File: config.mk
export PLATFORM = sky130hd
export DESIGN_NAME = mdio_mgmt_master
export DESIGN_NICKNAME = d
export VERILOG_FILES = /design/src/rtl/mdio_pkg.sv /design/src/rtl/mdio_clk_div.sv /design/src/rtl/mdio_frame_engine.sv /design/src/rtl/mdio_mgmt_master.sv
export SDC_FILE = /design/constraint.sdc
export NUM_CORES = 1
export LEC_CHECK = 0
export BUFFER_PORTS_ARGS = -buffer_cell sky130_fd_sc_hd__clkbuf_2
export CORE_ASPECT_RATIO = 1.75
export CORE_UTILIZATION = 50
export CTS_CLUSTER_DIAMETER = 200
export CTS_CLUSTER_SIZE = 28
export DETAILED_ROUTE_END_ITERATION = 10
export PLACE_DENSITY = 0.7
export SETUP_SLACK_MARGIN = 0.02
export SLEW_MARGIN = 20
export SYNTH_ARGS = -nofsm -noshare
export SYNTH_HDL_FRONTEND = slang
export SYNTH_SLANG_ARGS = --single-unit
File: constraint.sdc
create_clock -name clk -period 6.4 [get_ports clk]
set_clock_uncertainty 0.05 [all_clocks]
set_input_delay 1.92 -clock clk [delete_from_list [all_inputs] [get_ports clk]]
set_output_delay 1.92 -clock clk [all_outputs]
set_load 0.02 [all_outputs]
File: src/rtl/mdio_pkg.sv
package mdio_pkg;

  localparam int FRAME_W  = 32;              // bits per frame and per preamble
  localparam int IDX_W    = $clog2(FRAME_W);
  localparam int TA_POS   = 14;              // wire index of word bit 17
  localparam int DATA_POS = 16;              // wire index of word bit 15
  localparam logic [1:0] OP_READ  = 2'b10;
  localparam logic [1:0] OP_WRITE = 2'b01;
  localparam logic [4:0] PAGE_REG = 5'h1F;

  typedef enum logic [1:0] {
    ST_IDLE = 2'd0,
    ST_PRE  = 2'd1,
    ST_FRM  = 2'd2
  } eng_state_t;

  function automatic logic [31:0] page_select_word(input logic [4:0] phy);
    page_select_word = {2'b01, OP_WRITE, 5'd0, PAGE_REG, 2'b10, 7'd0, phy, 4'd0};
  endfunction

endpackage

File: src/rtl/mdio_clk_div.sv
module mdio_clk_div #(
  parameter int DIV_W = 4
) (
  input  logic             clk,
  input  logic             rst_n,
  input  logic             run_i,
  input  logic             clear_i,
  input  logic [DIV_W-1:0] div_i,
  output logic             mdc_o,
  output logic             rise_o,
  output logic             fall_o
);

  logic [DIV_W-1:0] cnt_q, cnt_d;
  logic             mdc_q, mdc_d;
  logic             tick;

  assign tick   = run_i && !clear_i && (cnt_q == div_i);
  assign rise_o = tick && !mdc_q;
  assign fall_o = tick && mdc_q;
  assign mdc_o  = mdc_q;

  always_comb begin
    cnt_d = cnt_q;
    mdc_d = mdc_q;
    if (!run_i || clear_i) begin
      cnt_d = '0;
      mdc_d = 1'b0;
    end else if (tick) begin
      cnt_d = '0;
      mdc_d = !mdc_q;
    end else begin
      cnt_d = cnt_q + 1'b1;
    end
  end

  always_ff @(posedge clk or negedge rst_n) begin
    if (!rst_n) begin
      cnt_q <= '0;
      mdc_q <= 1'b0;
    end else begin
      cnt_q <= cnt_d;
      mdc_q <= mdc_d;
    end
  end

  AST_HALF_PHASE_LIMIT: assert property (@(posedge clk) disable iff (!rst_n)
    (run_i && !clear_i) |-> (cnt_q <= div_i));

endmodule

File: src/rtl/mdio_frame_engine.sv
module mdio_frame_engine
  import mdio_pkg::*;
(
  input  logic        clk,
  input  logic        rst_n,
  input  logic        start_i,
  input  logic        abort_i,
  input  logic        pre_en_i,
  input  logic        two_frames_i,
  input  logic [31:0] first_word_i,
  input  logic [31:0] main_word_i,
  input  logic        rise_i,
  input  logic        fall_i,
  input  logic        mdio_i,
  output logic        busy_o,
  output logic        done_o,
  output logic [15:0] rx_o,
  output logic        mdio_o,
  output logic        mdio_oe_o
);

  localparam logic [IDX_W-1:0] LAST_IDX = IDX_W'(FRAME_W - 1);
  localparam logic [IDX_W-1:0] TA_IDX   = IDX_W'(TA_POS);
  localparam logic [IDX_W-1:0] DAT_IDX  = IDX_W'(DATA_POS);

  eng_state_t       st_q, st_d;
  logic [IDX_W-1:0] bit_q, bit_d;
  logic [31:0]      frame_q, frame_d;
  logic             second_q, second_d;
  logic [15:0]      rx_q, rx_d;
  logic             done_d;
  logic [IDX_W-1:0] wire_pos;
  logic             rd_frame;

  assign wire_pos = LAST_IDX - bit_q;
  assign rd_frame = (frame_q[29:28] == OP_READ);

  always_comb begin
    st_d     = st_q;
    bit_d    = bit_q;
    frame_d  = frame_q;
    second_d = second_q;
    rx_d     = rx_q;
    done_d   = 1'b0;
    if (abort_i) begin
      st_d     = ST_IDLE;
      bit_d    = '0;
      second_d = 1'b0;
    end else if (st_q == ST_IDLE) begin
      if (start_i) begin
        frame_d  = first_word_i;
        second_d = two_frames_i;
        bit_d    = '0;
        st_d     = pre_en_i ? ST_PRE : ST_FRM;
      end
    end else begin
      if (rise_i && (st_q == ST_FRM) && rd_frame && (bit_q >= DAT_IDX))
        rx_d = {rx_q[14:0], mdio_i};
      if (fall_i) begin
        if (bit_q == LAST_IDX) begin
          bit_d = '0;
          if (st_q == ST_PRE) begin
            st_d = ST_FRM;
          end else if (second_q) begin
            second_d = 1'b0;
            frame_d  = main_word_i;
            st_d     = pre_en_i ? ST_PRE : ST_FRM;
          end else begin
            st_d   = ST_IDLE;
            done_d = 1'b1;
          end
        end else begin
          bit_d = bit_q + 1'b1;
        end
      end
    end
  end

  always_ff @(posedge clk or negedge rst_n) begin
    if (!rst_n) begin
      st_q     <= ST_IDLE;
      bit_q    <= '0;
      frame_q  <= '0;
      second_q <= 1'b0;
      rx_q     <= '0;
    end else begin
      st_q     <= st_d;
      bit_q    <= bit_d;
      frame_q  <= frame_d;
      second_q <= second_d;
      rx_q     <= rx_d;
    end
  end

  assign busy_o    = (st_q != ST_IDLE);
  assign done_o    = done_d;
  assign rx_o      = rx_q;
  assign mdio_o    = (st_q == ST_FRM) ? frame_q[wire_pos] : 1'b1;
  assign mdio_oe_o = (st_q != ST_IDLE) &&
                     !((st_q == ST_FRM) && rd_frame && (bit_q >= TA_IDX));

  AST_NO_EDGE_WHEN_IDLE: assert property (@(posedge clk) disable iff (!rst_n)
    (st_q == ST_IDLE) |-> !(rise_i || fall_i));
  AST_DONE_FROM_FRAME: assert property (@(posedge clk) disable iff (!rst_n)
    done_o |-> (st_q == ST_FRM) && fall_i);

endmodule

File: src/rtl/mdio_mgmt_master.sv
module mdio_mgmt_master
  import mdio_pkg::*;
#(
  parameter int              ADDR_W   = 12,
  parameter int              DIV_W    = 4,
  parameter bit              PAGED    = 1'b0,
  parameter logic [ADDR_W-1:0] CTRL_OFS = ADDR_W'(12'h128),
  parameter logic [ADDR_W-1:0] CMD_OFS  = ADDR_W'(12'h12C)
) (
  input  logic              clk,
  input  logic              rst_n,
  input  logic              bus_wr,
  input  logic [ADDR_W-1:0] bus_addr,
  input  logic [31:0]       bus_wdata,
  output logic [31:0]       bus_rdata,
  output logic              mdc,
  output logic              mdio_o,
  output logic              mdio_oe,
  input  logic              mdio_i
);

  localparam int DONE_BIT = 8;
  localparam int PRE_BIT  = 7;

  logic [1:0]       rst_pipe;
  logic             rst_q_n;
  logic             pre_q, pre_d;
  logic [DIV_W-1:0] div_q, div_d;
  logic             done_q, done_d;
  logic [31:0]      cmd_q, cmd_d;
  logic             wr_ctrl, wr_cmd, accept;
  logic             busy, done_pulse, rise, fall;
  logic [15:0]      rx_data;
  logic [31:0]      first_word, main_word;

  always_ff @(posedge clk or negedge rst_n) begin
    if (!rst_n) rst_pipe <= 2'b00;
    else        rst_pipe <= {rst_pipe[0], 1'b1};
  end
  assign rst_q_n = rst_pipe[1];

  assign wr_ctrl = bus_wr && (bus_addr == CTRL_OFS);
  assign wr_cmd  = bus_wr && (bus_addr == CMD_OFS);
  assign accept  = wr_cmd && !busy;

  generate
    if (PAGED) begin : g_paged
      assign first_word = page_select_word(bus_wdata[27:23]);
      assign main_word  = {cmd_q[31:28], 5'd0, cmd_q[22:0]};
    end else begin : g_direct
      assign first_word = bus_wdata;
      assign main_word  = cmd_q;
    end
  endgenerate

  always_comb begin
    pre_d  = pre_q;
    div_d  = div_q;
    done_d = done_q;
    cmd_d  = cmd_q;
    if (wr_ctrl) begin
      pre_d  = bus_wdata[PRE_BIT];
      div_d  = bus_wdata[DIV_W-1:0];
      done_d = 1'b0;
    end else if (accept) begin
      cmd_d  = bus_wdata;
      done_d = 1'b0;
    end else if (done_pulse) begin
      done_d = 1'b1;
      if (cmd_q[29:28] == OP_READ) cmd_d[15:0] = rx_data;
    end
  end

  always_ff @(posedge clk or negedge rst_q_n) begin
    if (!rst_q_n) begin
      pre_q  <= 1'b0;
      div_q  <= '0;
      done_q <= 1'b0;
      cmd_q  <= '0;
    end else begin
      if (wr_ctrl) begin
        pre_q <= pre_d;
        div_q <= div_d;
      end
      if (wr_ctrl || accept || done_pulse) begin
        done_q <= done_d;
        cmd_q  <= cmd_d;
      end
    end
  end

  always_comb begin
    bus_rdata = '0;
    if (bus_addr == CTRL_OFS) begin
      bus_rdata[DONE_BIT]    = done_q;
      bus_rdata[PRE_BIT]     = pre_q;
      bus_rdata[DIV_W-1:0]   = div_q;
    end else if (bus_addr == CMD_OFS) begin
      bus_rdata = cmd_q;
    end
  end

  mdio_clk_div #(.DIV_W(DIV_W)) clk_div_i (
    .clk     (clk),
    .rst_n   (rst_q_n),
    .run_i   (busy),
    .clear_i (wr_ctrl),
    .div_i   (div_q),
    .mdc_o   (mdc),
    .rise_o  (rise),
    .fall_o  (fall)
  );

  mdio_frame_engine engine_i (
    .clk          (clk),
    .rst_n        (rst_q_n),
    .start_i      (accept),
    .abort_i      (wr_ctrl),
    .pre_en_i     (pre_q),
    .two_frames_i (PAGED),
    .first_word_i (first_word),
    .main_word_i  (main_word),
    .rise_i       (rise),
    .fall_i       (fall),
    .mdio_i       (mdio_i),
    .busy_o       (busy),
    .done_o       (done_pulse),
    .rx_o         (rx_data),
    .mdio_o       (mdio_o),
    .mdio_oe_o    (mdio_oe)
  );

  AST_CMD_HELD_WHILE_BUSY: assert property (@(posedge clk) disable iff (!rst_q_n)
    (wr_cmd && busy && !done_pulse && !wr_ctrl) |=> $stable(cmd_q));
  AST_DONE_CLEARED_ON_ACCEPT: assert property (@(posedge clk) disable iff (!rst_q_n)
    accept |=> !done_q);
  AST_ABORT_TO_IDLE: assert property (@(posedge clk) disable iff (!rst_q_n)
    wr_ctrl |=> (!busy && !mdc && !mdio_oe && !done_q));
  AST_MDC_LOW_WHEN_IDLE: assert property (@(posedge clk) disable iff (!rst_q_n)
    !busy |-> !mdc);
  AST_LINE_HELD_MDC_HIGH: assert property (@(posedge clk) disable iff (!rst_q_n)
    (mdc && $past(mdc)) |-> ($stable(mdio_o) && $stable(mdio_oe)));
  AST_DONE_AFTER_BUSY: assert property (@(posedge clk) disable iff (!rst_q_n)
    $rose(done_q) |-> $past(busy));

endmodule

==> results by group <==
Floorplanning
  • Floorplan row count: 46
  • Die outline height: between 100 and 150 um
  • Placeable core region: between 9000 and 10000 um2
  • Width of the die: 74.9 um
  • Die Footprint: 9700 um2
  • # IOs: slightly above 80
  • Initial standard-cell utilization of the core: 51.4%

Layout
  • Share of cells above drive strength 1: about 25%
  • Leading cell type in the layout, fill and taps excluded: sky130_fd_sc_hd__nand2_1
  • Antenna cell count: 0
  • Share of the core filled with cells: 60.0%
  • Synth-to-Final Area Change: 16.7%
  • Post-layout net count: roughly 580
  • Commonest non-fill, non-tap cells in the layout: 150 x sky130_fd_sc_hd__nand2_1, 99 x sky130_fd_sc_hd__dfrtp_1, 82 x sky130_fd_sc_hd__clkbuf_2, 27 x sky130_fd_sc_hd__mux2i_1, 26 x sky130_fd_sc_hd__and2_1
  • Final Cell Area: approximately 5400 um2

Worst hold path
  • Class of the worst hold path: reg -> async

Setup path
  • Critical path arrival: 3.44 ns
  • Critical Path, Cell by Cell: clkbuf_2 -> or4_1 -> nor2_1 -> and3_1 -> buf_4 -> and2_1 -> clkbuf_2
  • Number of buffers and inverters on the critical path: 3
  • Type of origin of the critical path: input pin
  • Kind of end point of the critical path: output pin
  • Most used cell, CP: sky130_fd_sc_hd__clkbuf_2
  • Critical Path Fanout Max: 26
  • Setup CP Type: in -> out
  • Crit path largest cell delay: 0.53 ns
  • Required time of the critical path: ~4.4 ns
  • Crit path max-delay cell type: sky130_fd_sc_hd__or4_1
  • Cell class contributing the biggest share of worst-path delay: simple AND/OR/NAND/NOR gates

Global route
  • GR met2 Demand/Resource: 39.5%
  • Number of global-route vias before repair: roughly 3500
  • Met1 layer usage reported by global route: 26.9%
  • Met3 track utilization from global routing: under 10%
  • Antenna violations before repair: 0
  • Combined global-route utilization of all metal layers: 22.7%
  • Largest net degree at the start of global routing: between 70 and 80
  • Top Usage Layer GRT: met2
  • Residual overflow from global routing: 0
  • First-pass GRT wire length: ~16 mm

Timing
  • Max-Slew Margin vs Limit: a little under two fifths
  • Number of hold-slack violations in the final timing report: 0
  • Ratio of final minimum period to clock period: between 80% and 90%
  • Max Fclk: 0.185 GHz
  • RSZ-0062 raised after global routing: false
  • Transition time of the tightest slew-check pin: roughly 0.95 ns
  • Min cycle time layout: 5.41 ns
  • Max-slew violation total from the final report: 0
  • Setup violators final: 0
  • Hold_ws: 0.162 ns
  • Final TNS setup: 0 ns

Synthesis
  • Number of warnings reported in the yosys synthesis log: 0
  • Cell count after synthesis: 459
  • Cell area after technology mapping: 4650 um2
  • Number of synthesized flops with an enable pin: 0
  • Post-synthesis sequential area ratio: 53.9%
  • Avg Inst Size Synth: 10.1 um2
  • Yosys cell types: 46
  • Net count after synthesis: 510
  • Share of the synthesized area in the top cell type: between 50% and 60%
  • Cell taking the most area after synthesis: sky130_fd_sc_hd__dfrtp_1
  • Leading post-synthesis cells by cell area: sky130_fd_sc_hd__dfrtp_1 54%, sky130_fd_sc_hd__nand2_1 12%, sky130_fd_sc_hd__mux2i_1 5.8%
  • Async set-reset flop share out of synthesis: between 90% and 100%
  • Leading register cell type out of synthesis: sky130_fd_sc_hd__dfrtp_1
  • Yosys reg bits: 100

Clock tree
  • TritonCTS clock tree: yes
  • Worst-Skew Late Latency: 0.34 ns
  • Clock Path Buffers: 2
  • Post-CTS clock slew at the launch and capture registers of the worst setup and hold paths: 0.06 ns
  • Total number of clock tree sinks: 100
  • CTS root buffer: sky130_fd_sc_hd__clkbuf_16
  • Clock buffer count from CTS: 9
  • Hold buffer count at cts: 0
  • Buffers inserted during post-CTS setup optimization: 0
  • Total of cells resized after clock tree synthesis: 0
  • H-tree levels: 3

Placed design
  • Placer congestion estimate: 0.812
  • Hpwl dp: 7.08 mm
  • Post-place instance area: 5140 um2
  • PortBufs: 82

Route
  • Number of design rule violations left after detail routing: 0
  • Wire length per cell after detailed routing: 15.2 um
  • Drt pass-1 iters: 5
  • Initial drt markers: approximately 170
  • Total number of vias: 3432
  • ANT nets after route: 0
  • Total length of routed wires: 9.95 mm
  • Via density per instance: 5.24

Power and ir drop
  • Power density relative to cell area: ~260 nW/um2
  • Power after layout: 1.43 mW
  • Leak Pwr: 2.84 nW
  • Worst IR Drop VDD: 0.000209 V

Flow run
  • Max-cap viol count: 0

Outcome
  • Result of the run: finished, final reports clean
## cell families (layout without fill, tap and decap cells)
family	after synthesis	count (layout)	synth area share (%)
other	1	1	0.0807
AND/OR/NAND/NOR	233	233	23.3
XOR/XNOR	7	7	1.32
AO/OA/AOI/OAI	35	35	4.44
multiplexers	50	50	13.1
flip-flops	100	100	53.9
adder cells (fa/ha/maj)	3	3	0.808
buffers and inverters	30	106	3.04
## cells in the mapped netlist (3+ instances only)
library cell                 n
sky130_fd_sc_hd__nand3_1     9
sky130_fd_sc_hd__o21ai_0    20
sky130_fd_sc_hd__buf_2      11
sky130_fd_sc_hd__nor2_1     17
sky130_fd_sc_hd__mux2i_1    27
sky130_fd_sc_hd__xnor2_1     6
sky130_fd_sc_hd__clkbuf_1   11
sky130_fd_sc_hd__nand2_1   150
sky130_fd_sc_hd__mux4_2      7
sky130_fd_sc_hd__a31oi_1     3
sky130_fd_sc_hd__ha_1        3
sky130_fd_sc_hd__a21oi_1     4
sky130_fd_sc_hd__dfrtp_1   100
sky130_fd_sc_hd__nor3_1      3
sky130_fd_sc_hd__and2_1     26
sky130_fd_sc_hd__nand4_1     3
sky130_fd_sc_hd__nor3b_1     3
sky130_fd_sc_hd__mux2_2     16
sky130_fd_sc_hd__inv_1       3
## path summary, 6_finish.rpt
kind	from	endpoint	slack, ns	cells after the start
worst min-delay path	rst_pipe[1]	cmd_q[0]	0.16	0
worst max-delay path	bus_addr[4]	bus_rdata[9]	0.99	7
max in group asynchronous	rst_n	rst_pipe[1]	4.89	1
worst max register to register	engine_i.bit_q[0]	cmd_q[12]	3.66	8
worst min register to register	rst_pipe[1]	cmd_q[0]	0.16	0
min in group clk	rst_pipe[0]	rst_pipe[1]	0.31	0
## registers in the layout, indices dropped and copies added, names as in the netlist
register          cells
clk_div_i.cnt_q       4
clk_div_i.mdc_o       1
cmd_q                32
div_q                 4
done_q                1
engine_i.bit_q        5
engine_i.frame_q     32
engine_i.rx_o        16
engine_i.st_q         2
pre_q                 1
rst_pipe              2
## metrics by stage
step / instances / setup slack, ns
after global placement: 640 / 1.00
after global routing: 655 / 0.849
final: 655 / 0.986
after CTS: 655 / 0.983
after detailed placement: 640 / 0.985
after floorplan: 459 / 1.06
## worst reg2reg max path, cell delays in order (launching register included)
cell and delay [ns]:
sky130_fd_sc_hd__dfrtp_1 0.78, sky130_fd_sc_hd__ha_1 0.31, sky130_fd_sc_hd__and3_1 0.16, sky130_fd_sc_hd__ha_1 0.29
sky130_fd_sc_hd__nand4_1 0.15, sky130_fd_sc_hd__nor3b_2 0.19, sky130_fd_sc_hd__buf_4 0.33, sky130_fd_sc_hd__mux2i_1 0.26
sky130_fd_sc_hd__o21ai_0 0.10
## power by group
group	leakage [nW]	total [mW]	switching, mW	internal [mW]
logic	1.33	0.188	0.0975	0.0902
clock network	0.142	0.519	0.220	0.299
registers	1.37	0.726	0.0718	0.654
total	2.84	1.43	0.389	1.04
## layout make-up
| cell class | instances | area, um2 |
|---|---|---|
| inverters | 3 | 11.3 |
| well taps | 120 | 150 |
| fillers | 820 | 3610 |
| repair buffers | 88 | 455 |
| clock buffers | 10 | 229 |
| multi-input cells | 329 | 2020 |
| flip-flops and latches | 100 | 2510 |
| clock inverters | 5 | 53.8 |
## per-layer routing
| layer | up-vias | wire length [um] |
|---|---|---|
| li1 | 1682 | - |
| met1 | 1674 | 4120 |
| met2 | 63 | 5370 |
| met3 | 13 | 266 |
| met4 | 0 | 199 |
| met5 | - | 0 |
Note: power is estimated with default switching activity, not from simulation.
